[config.mk]
export PLATFORM = sky130hd
export DESIGN_NAME = bridge_bringup_seq
export DESIGN_NICKNAME = d
export VERILOG_FILES = /design/src/rtl/bbs_pkg.sv /design/src/rtl/bbs_spi24.sv /design/src/rtl/bbs_steps.sv /design/src/rtl/bridge_bringup_seq.sv
export SDC_FILE = /design/constraint.sdc
export NUM_CORES = 1
export LEC_CHECK = 0
export CAP_MARGIN = 5
export CELL_PAD_IN_SITES_DETAIL_PLACEMENT = 1
export CELL_PAD_IN_SITES_GLOBAL_PLACEMENT = 2
export CORE_MARGIN = 3
export CORE_UTILIZATION = 34
export CTS_BUF_LIST = sky130_fd_sc_hd__clkbuf_8 sky130_fd_sc_hd__clkbuf_16
export CTS_CLUSTER_DIAMETER = 120
export CTS_CLUSTER_SIZE = 28
export DETAILED_ROUTE_END_ITERATION = 8
export DONT_BUFFER_PORTS = 1
export PLACE_DENSITY = 0.73
export SYNTH_ARGS = -nofsm -noshare
export SYNTH_HDL_FRONTEND = slang
export SYNTH_SLANG_ARGS = --single-unit
[constraint.sdc]
create_clock -name clk -period 3.3 [get_ports clk]
set_input_delay 0.165 -clock clk [delete_from_list [all_inputs] [get_ports clk]]
set_output_delay 0.165 -clock clk [all_outputs]
set_load 0.005 [all_outputs]
[src/rtl/bbs_pkg.sv]
package bbs_pkg;

    typedef enum logic [3:0] {
        T_IDLE, T_RST_LO, T_RST_HI, T_RD_IDX, T_RD_VAL,
        T_WR_IDX, T_WR_VAL, T_PAUSE, T_DONE, T_FAIL
    } top_state_t;

    typedef enum logic [2:0] {
        M_IDLE, M_LEAD, M_LOW, M_HIGH, M_TRAIL, M_GAP
    } spi_state_t;

    typedef enum logic [1:0] {PW_NONE, PW_PLL, PW_SLEEP, PW_ON} pause_t;

    localparam int FRAME_BITS = 24;
    localparam int STEPS      = 17;
    localparam int SW         = $clog2(STEPS);

    localparam logic [7:0]  OP_SEL = 8'h70;
    localparam logic [7:0]  OP_WR  = 8'h72;
    localparam logic [7:0]  OP_RD  = 8'h73;

    localparam logic [15:0] ID_WORD     = 16'h2828;
    localparam logic [15:0] CFG_DEFAULT = 16'h0301;
    localparam logic [15:0] CFG_HS      = 16'h0001;
    localparam logic [15:0] CFG_CKE     = 16'h0002;
    localparam logic [15:0] CFG_VEN     = 16'h0008;
    localparam logic [15:0] CFG_DCS     = 16'h0040;
    localparam logic [15:0] CFG_SETUP   = (CFG_DEFAULT & ~CFG_HS) | CFG_CKE | CFG_DCS;
    localparam logic [15:0] CFG_LIVE    = CFG_SETUP | CFG_HS | CFG_VEN;

    localparam logic [7:0]  DCS_WAKE = 8'h11;
    localparam logic [7:0]  DCS_SHOW = 8'h29;

endpackage

[src/rtl/bbs_spi24.sv]
module bbs_spi24
    import bbs_pkg::*;
#(
    parameter int DW = 8
) (
    input  logic                  clk,
    input  logic                  rst_n,
    input  logic                  go,
    input  logic [FRAME_BITS-1:0] word,
    input  logic [DW-1:0]         half_cyc,
    input  logic [DW-1:0]         guard_cyc,
    input  logic                  sdo,
    output logic                  cs_n,
    output logic                  sck,
    output logic                  sdi,
    output logic                  fin,
    output logic [15:0]           rx
);

    localparam int BW = $clog2(FRAME_BITS);

    spi_state_t            st;
    logic [DW-1:0]         cnt;
    logic [BW-1:0]         bitn;
    logic [FRAME_BITS-1:0] sh;
    logic [15:0]           rxs;

    always_ff @(posedge clk or negedge rst_n) begin
        if (!rst_n) begin
            st   <= M_IDLE;
            cnt  <= '0;
            bitn <= '0;
            sh   <= '0;
            rxs  <= '0;
        end else begin
            unique case (st)
                M_IDLE: if (go) begin
                    sh   <= word;
                    bitn <= BW'(FRAME_BITS - 1);
                    cnt  <= guard_cyc;
                    st   <= M_LEAD;
                end
                M_LEAD: if (cnt == '0) begin
                    cnt <= half_cyc;
                    st  <= M_LOW;
                end else cnt <= cnt - 1'b1;
                M_LOW: if (cnt == '0) begin
                    rxs <= {rxs[14:0], sdo};
                    cnt <= half_cyc;
                    st  <= M_HIGH;
                end else cnt <= cnt - 1'b1;
                M_HIGH: if (cnt == '0) begin
                    if (bitn == '0) begin
                        cnt <= guard_cyc;
                        st  <= M_TRAIL;
                    end else begin
                        bitn <= bitn - 1'b1;
                        sh   <= {sh[FRAME_BITS-2:0], 1'b0};
                        cnt  <= half_cyc;
                        st   <= M_LOW;
                    end
                end else cnt <= cnt - 1'b1;
                M_TRAIL: if (cnt == '0) begin
                    cnt <= guard_cyc;
                    st  <= M_GAP;
                end else cnt <= cnt - 1'b1;
                M_GAP: if (cnt == '0) st <= M_IDLE;
                       else cnt <= cnt - 1'b1;
                default: st <= M_IDLE;
            endcase
        end
    end

    always_comb begin
        cs_n = (st == M_IDLE) || (st == M_GAP);
        sck  = (st != M_LOW);
        sdi  = (st == M_IDLE) ? 1'b1 : sh[FRAME_BITS-1];
        fin  = (st == M_GAP) && (cnt == '0);
        rx   = rxs;
    end


    sdi_hold_chk: assert property (@(posedge clk) disable iff (!rst_n)
        (sck && !cs_n && $past(sck && !cs_n)) |-> $stable(sdi));


    launch_idle_chk: assert property (@(posedge clk) disable iff (!rst_n)
        go |-> (st == M_IDLE));

endmodule

[src/rtl/bbs_steps.sv]
module bbs_steps
    import bbs_pkg::*;
(
    input  logic [SW-1:0] step,
    input  logic [7:0]    hsync_len,
    input  logic [7:0]    vsync_len,
    input  logic [7:0]    hback,
    input  logic [7:0]    vback,
    input  logic [7:0]    hfront,
    input  logic [7:0]    vfront,
    input  logic [15:0]   h_active,
    input  logic [15:0]   v_active,
    input  logic [1:0]    pix_fmt,
    input  logic [2:0]    lane_cnt,
    input  logic [15:0]   pll_word,
    input  logic [5:0]    lp_div_code,
    output logic [7:0]    idx,
    output logic [15:0]   val,
    output pause_t        pw,
    output logic          last
);

    logic [7:0] vsum, hsum;
    logic [2:0] lanes_m1;

    always_comb begin
        vsum     = vsync_len + vback;
        hsum     = hsync_len + hback;
        lanes_m1 = lane_cnt - 3'd1;
        idx  = 8'h00;
        val  = 16'h0000;
        pw   = PW_NONE;
        last = 1'b0;
        unique case (step)
            5'd0:  begin idx = 8'hB1; val = {vsync_len, hsync_len}; end
            5'd1:  begin idx = 8'hB2; val = {vsum, hsum}; end
            5'd2:  begin idx = 8'hB3; val = {vfront, hfront}; end
            5'd3:  begin idx = 8'hB4; val = h_active; end
            5'd4:  begin idx = 8'hB5; val = v_active; end
            5'd5:  begin idx = 8'hB6; val = {12'h000, 2'b10, pix_fmt}; end
            5'd6:  begin idx = 8'hDE; val = {13'h0000, lanes_m1}; end
            5'd7:  begin idx = 8'hB7; val = CFG_SETUP; end
            5'd8:  begin idx = 8'hBA; val = pll_word; end
            5'd9:  begin idx = 8'hB8; val = 16'h0000; end
            5'd10: begin idx = 8'hBB; val = {10'h000, lp_div_code}; end
            5'd11: begin idx = 8'hB9; val = 16'h0001; pw = PW_PLL; end
            5'd12: begin idx = 8'hBC; val = 16'h0001; end
            5'd13: begin idx = 8'hBF; val = {8'h00, DCS_WAKE}; pw = PW_SLEEP; end
            5'd14: begin idx = 8'hBC; val = 16'h0001; end
            5'd15: begin idx = 8'hBF; val = {8'h00, DCS_SHOW}; pw = PW_ON; end
            5'd16: begin idx = 8'hB7; val = CFG_LIVE; last = 1'b1; end
            default: begin idx = 8'h00; val = 16'h0000; last = 1'b1; end
        endcase
    end

endmodule

[src/rtl/bridge_bringup_seq.sv]
module bridge_bringup_seq
    import bbs_pkg::*;
#(
    parameter int RST_LOW_CYC  = 1_000_000,
    parameter int RST_HIGH_CYC = 1_000_000,
    parameter int PLL_WAIT_CYC = 50_000,
    parameter int TW           = 32,
    parameter int DW           = 8
) (
    input  logic          clk,
    input  logic          rst_n,
    input  logic          start,
    input  logic          verify_en,
    input  logic [7:0]    hsync_len,
    input  logic [7:0]    vsync_len,
    input  logic [7:0]    hback,
    input  logic [7:0]    vback,
    input  logic [7:0]    hfront,
    input  logic [7:0]    vfront,
    input  logic [15:0]   h_active,
    input  logic [15:0]   v_active,
    input  logic [1:0]    pix_fmt,
    input  logic [2:0]    lane_cnt,
    input  logic [15:0]   pll_word,
    input  logic [5:0]    lp_div_code,
    input  logic [DW-1:0] half_cyc,
    input  logic [DW-1:0] guard_cyc,
    input  logic [TW-1:0] wait_sleep,
    input  logic [TW-1:0] wait_on,
    input  logic          spi_sdo,
    output logic          bridge_rst_n,
    output logic          spi_cs_n,
    output logic          spi_sck,
    output logic          spi_sdi,
    output logic          busy,
    output logic          done,
    output logic          error
);

    localparam logic [TW-1:0] LOW_LOAD  = TW'(RST_LOW_CYC - 1);
    localparam logic [TW-1:0] HIGH_LOAD = TW'(RST_HIGH_CYC - 1);
    localparam logic [TW-1:0] PLL_LOAD  = TW'(PLL_WAIT_CYC);

    top_state_t st_q, st_d;
    logic [TW-1:0]         cnt;
    logic [SW-1:0]         step;
    logic                  rd_sel, launched, up_q;
    logic                  go, fin;
    logic [FRAME_BITS-1:0] word;
    logic [15:0]           rx, rd_expect;
    logic [7:0]            s_idx;
    logic [15:0]           s_val;
    pause_t                s_pw;
    logic                  s_last;
    logic [TW-1:0]         pause_len;

    bbs_steps u_steps (
        .step(step), .hsync_len(hsync_len), .vsync_len(vsync_len),
        .hback(hback), .vback(vback), .hfront(hfront), .vfront(vfront),
        .h_active(h_active), .v_active(v_active), .pix_fmt(pix_fmt),
        .lane_cnt(lane_cnt), .pll_word(pll_word), .lp_div_code(lp_div_code),
        .idx(s_idx), .val(s_val), .pw(s_pw), .last(s_last)
    );

    bbs_spi24 #(.DW(DW)) u_spi (
        .clk(clk), .rst_n(rst_n), .go(go), .word(word),
        .half_cyc(half_cyc), .guard_cyc(guard_cyc), .sdo(spi_sdo),
        .cs_n(spi_cs_n), .sck(spi_sck), .sdi(spi_sdi), .fin(fin), .rx(rx)
    );

    always_comb begin
        rd_expect = rd_sel ? CFG_DEFAULT : ID_WORD;
        unique case (s_pw)
            PW_PLL:   pause_len = PLL_LOAD;
            PW_SLEEP: pause_len = wait_sleep;
            PW_ON:    pause_len = wait_on;
            default:  pause_len = '0;
        endcase
        st_d = st_q;
        unique case (st_q)
            T_IDLE, T_DONE, T_FAIL: if (start) st_d = T_RST_LO;
            T_RST_LO: if (cnt == '0) st_d = T_RST_HI;
            T_RST_HI: if (cnt == '0) st_d = verify_en ? T_RD_IDX : T_WR_IDX;
            T_RD_IDX: if (fin) st_d = T_RD_VAL;
            T_RD_VAL: if (fin) begin
                if (rx != rd_expect) st_d = T_FAIL;
                else                 st_d = rd_sel ? T_WR_IDX : T_RD_IDX;
            end
            T_WR_IDX: if (fin) st_d = T_WR_VAL;
            T_WR_VAL: if (fin) begin
                if (s_pw != PW_NONE) st_d = T_PAUSE;
                else                 st_d = s_last ? T_DONE : T_WR_IDX;
            end
            T_PAUSE: if (cnt == '0) st_d = s_last ? T_DONE : T_WR_IDX;
            default: st_d = T_IDLE;
        endcase
    end

    always_ff @(posedge clk or negedge rst_n) begin
        if (!rst_n) begin
            st_q     <= T_IDLE;
            cnt      <= '0;
            step     <= '0;
            rd_sel   <= 1'b0;
            launched <= 1'b0;
            up_q     <= 1'b0;
        end else begin
            st_q     <= st_d;
            launched <= (st_d == st_q) && (launched || go);
            up_q     <= up_q || (st_d == T_RST_HI);
            if (st_d != st_q) begin
                unique case (st_d)
                    T_RST_LO: cnt <= LOW_LOAD;
                    T_RST_HI: cnt <= HIGH_LOAD;
                    T_PAUSE:  cnt <= pause_len;
                    default:  cnt <= '0;
                endcase
            end else if (cnt != '0) begin
                cnt <= cnt - 1'b1;
            end
            if (st_d == T_RST_LO) begin
                step   <= '0;
                rd_sel <= 1'b0;
            end else begin
                if (st_d == T_WR_IDX && (st_q == T_WR_VAL || st_q == T_PAUSE))
                    step <= step + 1'b1;
                if (st_q == T_RD_VAL && st_d == T_RD_IDX)
                    rd_sel <= 1'b1;
            end
        end
    end

    always_comb begin
        go = !launched && (st_q == T_RD_IDX || st_q == T_RD_VAL ||
                           st_q == T_WR_IDX || st_q == T_WR_VAL);
        unique case (st_q)
            T_RD_IDX: word = {OP_SEL, 8'h00, rd_sel ? 8'hB7 : 8'hB0};
            T_RD_VAL: word = {OP_RD, 16'h0000};
            T_WR_IDX: word = {OP_SEL, 8'h00, s_idx};
            T_WR_VAL: word = {OP_WR, s_val};
            default:  word = '0;
        endcase
        busy         = !(st_q == T_IDLE || st_q == T_DONE || st_q == T_FAIL);
        done         = (st_q == T_DONE);
        error        = (st_q == T_FAIL);
        bridge_rst_n = up_q && (st_q != T_RST_LO);
    end


    cs_quiet_chk: assert property (@(posedge clk) disable iff (!rst_n)
        !spi_cs_n |-> bridge_rst_n);


    start_ignored_chk: assert property (@(posedge clk) disable iff (!rst_n)
        (busy && start && st_q != T_RST_LO) |=> (st_q != T_RST_LO));


    done_after_frame_chk: assert property (@(posedge clk) disable iff (!rst_n)
        $rose(done) |-> $past(fin));


    fail_needs_verify_chk: assert property (@(posedge clk) disable iff (!rst_n)
        $rose(error) |-> verify_en);

endmodule

Yosys cells after proc, flatten, opt, wreduce, memory -nomap -nowiden
Cells that the tools add are included.
{"block": "totals", "memories": 0, "mem_bits_ro": 0, "ff_bits": 100, "latch_bits": 0, "elab_cells": 163, "ramBits": 0}
{"block": "classes", "magnitude_cmp": 0, "multipliers": 0, "n_shift": 0, "bitwise_logic": 0, "mux": 52, "reduce_logical": 42, "div": 0, "n_addsub": 7, "n_eq_ne": 51}
{"cell": "$pmux W16 S14", "n": 1}
{"cell": "$pmux W8 S14", "n": 1}
{"cell": "$pmux W32 S3", "n": 1}
{"cell": "$pmux W23 S4", "n": 1}
{"cell": "$mux W24", "n": 3}
{"cell": "$mux W32", "n": 2}
{"cell": "$pmux W32 S2", "n": 1}
{"cell": "$mux W8", "n": 6}
{"cell": "$pmux W24 S2", "n": 1}
{"cell": "$mux W4", "n": 11}
{"cell": "$eq A5 B4 Y1 const B", "n": 8}
{"cell": "$pmux W8 S5", "n": 1}
{"cell": "$logic_not A32 Y1", "n": 1}
{"cell": "$pmux W4 S8", "n": 1}
{"cell": "$reduce_bool A32 Y1", "n": 1}
{"cell": "$sub A32 B1 Y32 const B", "n": 1}
{"cell": "$mux W3", "n": 10}
{"cell": "$mux W5", "n": 5}
{"cell": "$eq A4 B3 Y1 const B", "n": 6}
{"cell": "$eq A5 B3 Y1 const B", "n": 4}
{"cell": "$pmux W3 S6", "n": 1}
{"cell": "$add A8 B8 Y8", "n": 2}
{"cell": "$eq A4 B2 Y1 const B", "n": 4}
{"cell": "$ne A16 B14 Y1", "n": 1}
{"cell": "40 further kinds", "n": 78}

Longest topological paths before layout
{"block": "depth", "depth_word": 10, "depth_mapped": 14, "depth_no_buf": 11}

Hierarchy
A second synthesis with hierarchy kept.
{"block": "unflattened", "hier_cells": 934, "area_unflattened_um2": 8197.9}
{"module": "bridge_bringup_seq", "cells_per_inst": 399, "seq_area_each_um2": 1101.1, "n_inst": 1, "area_each_um2": 3494.6}
{"module": "bbs_spi24", "cells_per_inst": 311, "seq_area_each_um2": 1401.3, "n_inst": 1, "area_each_um2": 3116.7}
{"module": "bbs_steps", "cells_per_inst": 224, "seq_area_each_um2": 0.0, "n_inst": 1, "area_each_um2": 1586.5}

Worst setup path before layout
OpenSTA, ideal clock, no wires.
{"block": "synth_path", "kind": "register -> register", "startpoint": "register step[0]", "endpoint": "register rd_sel", "arrival_ps": 3205, "slack_ps": -57, "synth_period_minus_slack_ps": 3357, "path_stages_with_launch": 11, "required_time_ps": 3148, "n_path_buf": 1, "setup_ps": 152, "cell_sequence": "dfrtp_1 -> inv_1 -> ha_1 -> buf_2 -> or3_2 -> a221oi_4 -> o32ai_1 -> o32a_1 -> or3_2 -> nor4_1 -> o21ai_0"}
{"block": "synth_via", "elab_chain_cells": 9}
{"item": "start, declared", "line": "bridge_bringup_seq.sv:46", "text": "logic [SW-1:0] step;"}
{"item": "start signal, assigned", "line": "bridge_bringup_seq.sv:126", "text": "step <= step + 1'b1;"}
{"item": "$eq A5 B4 Y1 (tied with other cells)", "line": "bbs_steps.sv:34", "text": "unique case (step)"}
{"item": "$reduce_or A16 Y1 (no line) or $pmux W2 S3 (tied branches)"}
{"item": "$mux W4 or $reduce_bool A2 Y1 (tied branches)", "line": "bridge_bringup_seq.sv:92, bridge_bringup_seq.sv:94, bridge_bringup_seq.sv:91"}
{"item": "$mux W4", "line": "bridge_bringup_seq.sv:91", "text": "if (s_pw != PW_NONE) st_d = T_PAUSE;"}
{"item": "$mux W4", "line": "bridge_bringup_seq.sv:90", "text": "T_WR_VAL: if (fin) begin"}
{"item": "$pmux W4 S8 *", "line": "bridge_bringup_seq.sv:80", "text": "unique case (st_q)"}
{"item": "via st_d[2]", "line": "bridge_bringup_seq.sv:44", "text": "top_state_t st_q, st_d;"}
{"item": "$eq A4 B2 Y1", "line": "bridge_bringup_seq.sv:127", "text": "if (st_q == T_RD_VAL && st_d == T_RD_IDX)"}
{"item": "$logic_and A1 B1 Y1", "line": "bridge_bringup_seq.sv:127"}
{"item": "$reduce_bool A2 Y1 (no line)"}
{"item": "end signal, assigned", "line": "bridge_bringup_seq.sv:104", "text": "rd_sel <= 1'b0;"}
{"item": "end signal, assigned", "line": "bridge_bringup_seq.sv:123", "text": "rd_sel <= 1'b0;"}
{"item": "end signal, assigned", "line": "bridge_bringup_seq.sv:128", "text": "rd_sel <= 1'b1;"}
{"item": "end, declared", "line": "bridge_bringup_seq.sv:47", "text": "logic rd_sel, launched, up_q;"}
Mark *: on every way through the listed nets, which the timed path passes. The rest lies on a longest branch.
A chain may end at the register's enable or synchronous reset.

Worst setup path in the final report
{"block": "layout_path", "startpoint": "register step[0]", "endpoint": "register cnt[14]"}
{"block": "layout_via", "elab_chain_cells": 10}
{"item": "$eq A5 B4 Y1 (tied with other cells)", "line": "bbs_steps.sv:34"}
{"item": "$reduce_or A16 Y1 (no line) or $pmux W2 S3 (tied branches)"}
{"item": "$mux W4 or $reduce_bool A2 Y1 (tied branches)", "line": "bridge_bringup_seq.sv:92, bridge_bringup_seq.sv:94, bridge_bringup_seq.sv:91"}
{"item": "$mux W4", "line": "bridge_bringup_seq.sv:91"}
{"item": "$mux W4", "line": "bridge_bringup_seq.sv:90"}
{"item": "$pmux W4 S8 *", "line": "bridge_bringup_seq.sv:80"}
{"item": "via st_d[2]", "line": "bridge_bringup_seq.sv:44"}
{"item": "$eq A4 B2 Y1 or $eq A4 B1 Y1 (tied branches)", "line": "bridge_bringup_seq.sv:112", "text": "unique case (st_d)"}
{"item": "$reduce_or A2 Y1 (no line)"}
{"item": "$pmux W32 S2", "line": "bridge_bringup_seq.sv:112"}
{"item": "$mux W32", "line": "bridge_bringup_seq.sv:111", "text": "if (st_d != st_q) begin"}
{"item": "end signal, assigned", "line": "bridge_bringup_seq.sv:115", "text": "T_PAUSE: cnt <= pause_len;"}
{"item": "end signal, assigned", "line": "bridge_bringup_seq.sv:119", "text": "cnt <= cnt - 1'b1;"}
{"item": "end, declared", "line": "bridge_bringup_seq.sv:45", "text": "logic [TW-1:0] cnt;"}
Marked as above.

==> flow_summary.yaml <==
worst_hold_path:
  hold_path.class: "in2reg"
  hold_start: "guard_cyc[4]"
routing:
  detailedRoute.firstPassIterationCount: 5
  drc: 0
  vias: 7279
  routed_wire_length_per_instance_um: 20.1
  routed_wl_um: 25600
  final_antenna_net_count: 0
  dr.first_iter.drc_count: 277
  via_per_inst: 5.70
setup_path:
  worstPathArrival_ns: 3.45
  startpoint_type_of_the_worst_setup_path: "flop"
  timing.rr.start: "step[0]"
  critical_path.endpoint_type: "flop"
  critPathMaxFanout: 10
  cp_data_required_time_ns: 3.53
  timing_worst_setup_path_type: "reg2reg"
  timing.critical_path.from: "step[0]"
  reg2reg_setup_slack_ns: 0.08
floorplan:
  floorplan.rows: 55
  chipHeight_um: 159
  floorplan.io_pins: 199
  floorplan.die.width_um: 159
  core_region_area_um2: 22800
  fp.dieArea_um2: 25200
  initial_utilization_pct: 34.8
cells_and_area:
  final_net_count: 1177
  antennaDiodeCount: 0
  layout-drive-gt1-share_pct: 16.2
  stdcell_count: 1277
  synthToLayoutAreaGrowth_pct: 14.6
  finish.utilization_pct: 39.9
placement:
  globalplace.congestion: 0.834
  post-place-cells: 1252
  port_buffers: 0
  hpwlAfterDp_um: 19700
timing:
  timing_max_transition_violations_final: 0
  rsz0062_at_grt: "yes"
  fmax_ghz: 0.311
  fin_worst_hold_slack_ns: 0.0474
  final_critical_path_time_including_i_o_delays_and_setup_ns: 3.22
  finalClockSkew_ns: 0.0123
  final-setup-viol-count: 0
  min_period_over_period_pct: 97.4
  max_slew_margin_pct: 41.0
  hold_viol: 0
  worstMarginPinSlew_ns: 0.881
grt:
  grt_util_all_layers_pct: 20.2
  first_global_vias: 7743
  maximum_number_of_pins_on_one_net_before_global_route_repair: 101
  grt_remaining_overflow: 0
  wire_length_of_the_first_global_routing_pass_um: 41600
  initial_antenna_violation_count: 0
synthesis:
  synth_edf_count: 0
  synth.avg_cell_area_um2: 8.57
  yosysSeqAreaShare_pct: 31.5
  syn-instance-count: 926
  number_of_synthesis_warnings: 0
  synth-seq-cells: 100
  netlist_area_um2: 7940
  synth_cell_types: 89
  post-synth-top-count-cell: "nand2_1"
  post-synth-top-area-cell: "dfrtp_1"
  postSynthNetCount: 1144
  biggest_area_contributors_in_the_synthesized_netlist: "dfrtp_1 (32%), nand2_1 (4.8%), mux2i_1 (4.3%)"
  primary_flip_flop_cell_chosen_by_synthesis_mapping: "dfrtp_1"
  async_flop_share_pct: 100
  ys_top_cells_by_count: "nand2_1 (101), dfrtp_1 (100), nor2_1 (69)"
  post-synth-top-area-fraction_pct: 31.5
power_and_ir_drop:
  vdd_drop_max_v: 0.000404
  power_density_nw_per_um2: 588
  pnr_total_power_mw: 5.35
  static-leakage-power_nw: 3.74
clocking:
  cts.sinks: 100
  clkLatencyLatePin_ns: 0.36
  cts_made_buffers: 9
  cts_buffer_depth: 2
  cts_root_buf: "clkbuf_16"
  h_tree_depth_reported_by_cts: 3
  cts.clk_slew.worst_paths_ns: 0.08
  cts_tree: "built"
run_status:
  run_status: "finished, final reports clean"
flow_run:
  max_cap_violations: 0
-- stage by stage --
| stage | instance area (um^2) | setup TNS, ns | worst slack (ns) |
|---|---|---|---|
| 6_report | 9100 | 0 | 0.0843 |
| 3_5_place_dp | 8600 | -2.57 | -0.108 |
| 5_1_grt | 9100 | -0.0134 | -0.0110 |
| 3_3_place_gp | 8600 | -0.256 | -0.0194 |
| 2_1_floorplan | 7980 | 0 | 0.00273 |
| 4_1_cts | 9060 | 0 | 0.00483 |
-- layout make-up --
class	count	area, um^2
Fill cell	2699	13700
Multi-Input combinational cell	736	5080
Sequential cell	100	2500
Timing Repair Buffer	79	662
Tap cell	313	392
Clock buffer	9	225
Inverter	33	129
Clock inverter	7	109
-- power breakdown --
group          leakage (nW)  total [mW]  internal (mW)  switching (mW)
logic                  2.31        2.53           1.19            1.34
registers              1.27        1.63           1.46           0.168
clock network         0.161        1.19          0.678           0.514
total                  3.74        5.35           3.33            2.02
-- placed cells by master (no fill, tap or decap), drive strengths merged, types with 29 or more instances in the layout --
master  count
a21oi      65
xnor2      29
nand2     102
o21ai      54
dfrtp     100
buf        76
mux2i      34
nor3       34
inv        33
a22o       31
nor2       69
-- critical path, stage by stage (launching register included) --
cell      delay (ns)
dfrtp_2         0.41
inv_1           0.07
ha_1            0.22
or3_4           0.41
a221oi_4        0.37
o32ai_2         0.14
o32a_1          0.31
or3_4           0.40
nor3b_4         0.20
buf_12          0.16
a22oi_1         0.26
mux2i_1         0.14
-- timing repair --
item	CTS	global route
hold endpoints to repair	102	0
hold buffers	4	0
pin swaps	5	4
gates resized for setup	8	6
buffers inserted	4	1
setup endpoints to repair	33	33
-- sequential cells by signal, indices dropped and copies added, names as in the netlist --
name,cells
st_q,4
u_spi.sh,24
u_spi.st,3
u_spi.cnt,8
rd_sel,1
launched,1
u_spi.rx,16
u_spi.bitn,5
step,5
up_q,1
cnt,32
-- metal layers --
metal | global-route usage (%) | vias to the layer above | part of all wire [%]
li1 | - | 3524 | -
met1 | 26.8 | 3535 | 46
met2 | 34.7 | 203 | 48
met3 | 3.00 | 17 | 4.6
met4 | 4.85 | 0 | 1.2
met5 | 0 | - | 0
-- cells by family after synthesis --
logic type / share of synthesized area [%]
buffers and inverters: 5.97
multiplexers: 7.17
AND/OR/NAND/NOR: 21.3
flip-flops: 31.5
XOR/XNOR: 4.97
adder cells (fa/ha/maj): 4.29
AO/OA/AOI/OAI: 24.8
-- final timing paths --
kind / to / depth (start not counted)
worst max-delay path: cnt[14] / 11
worst min-delay path: u_spi.cnt[4] / 2
worst max register to register: cnt[14] / 11
worst min register to register: u_spi.sh[23] / 2
max in group asynchronous: step[0] / 2
min in group asynchronous: cnt[10] / 2
Note: power is estimated with default switching activity, not from simulation.
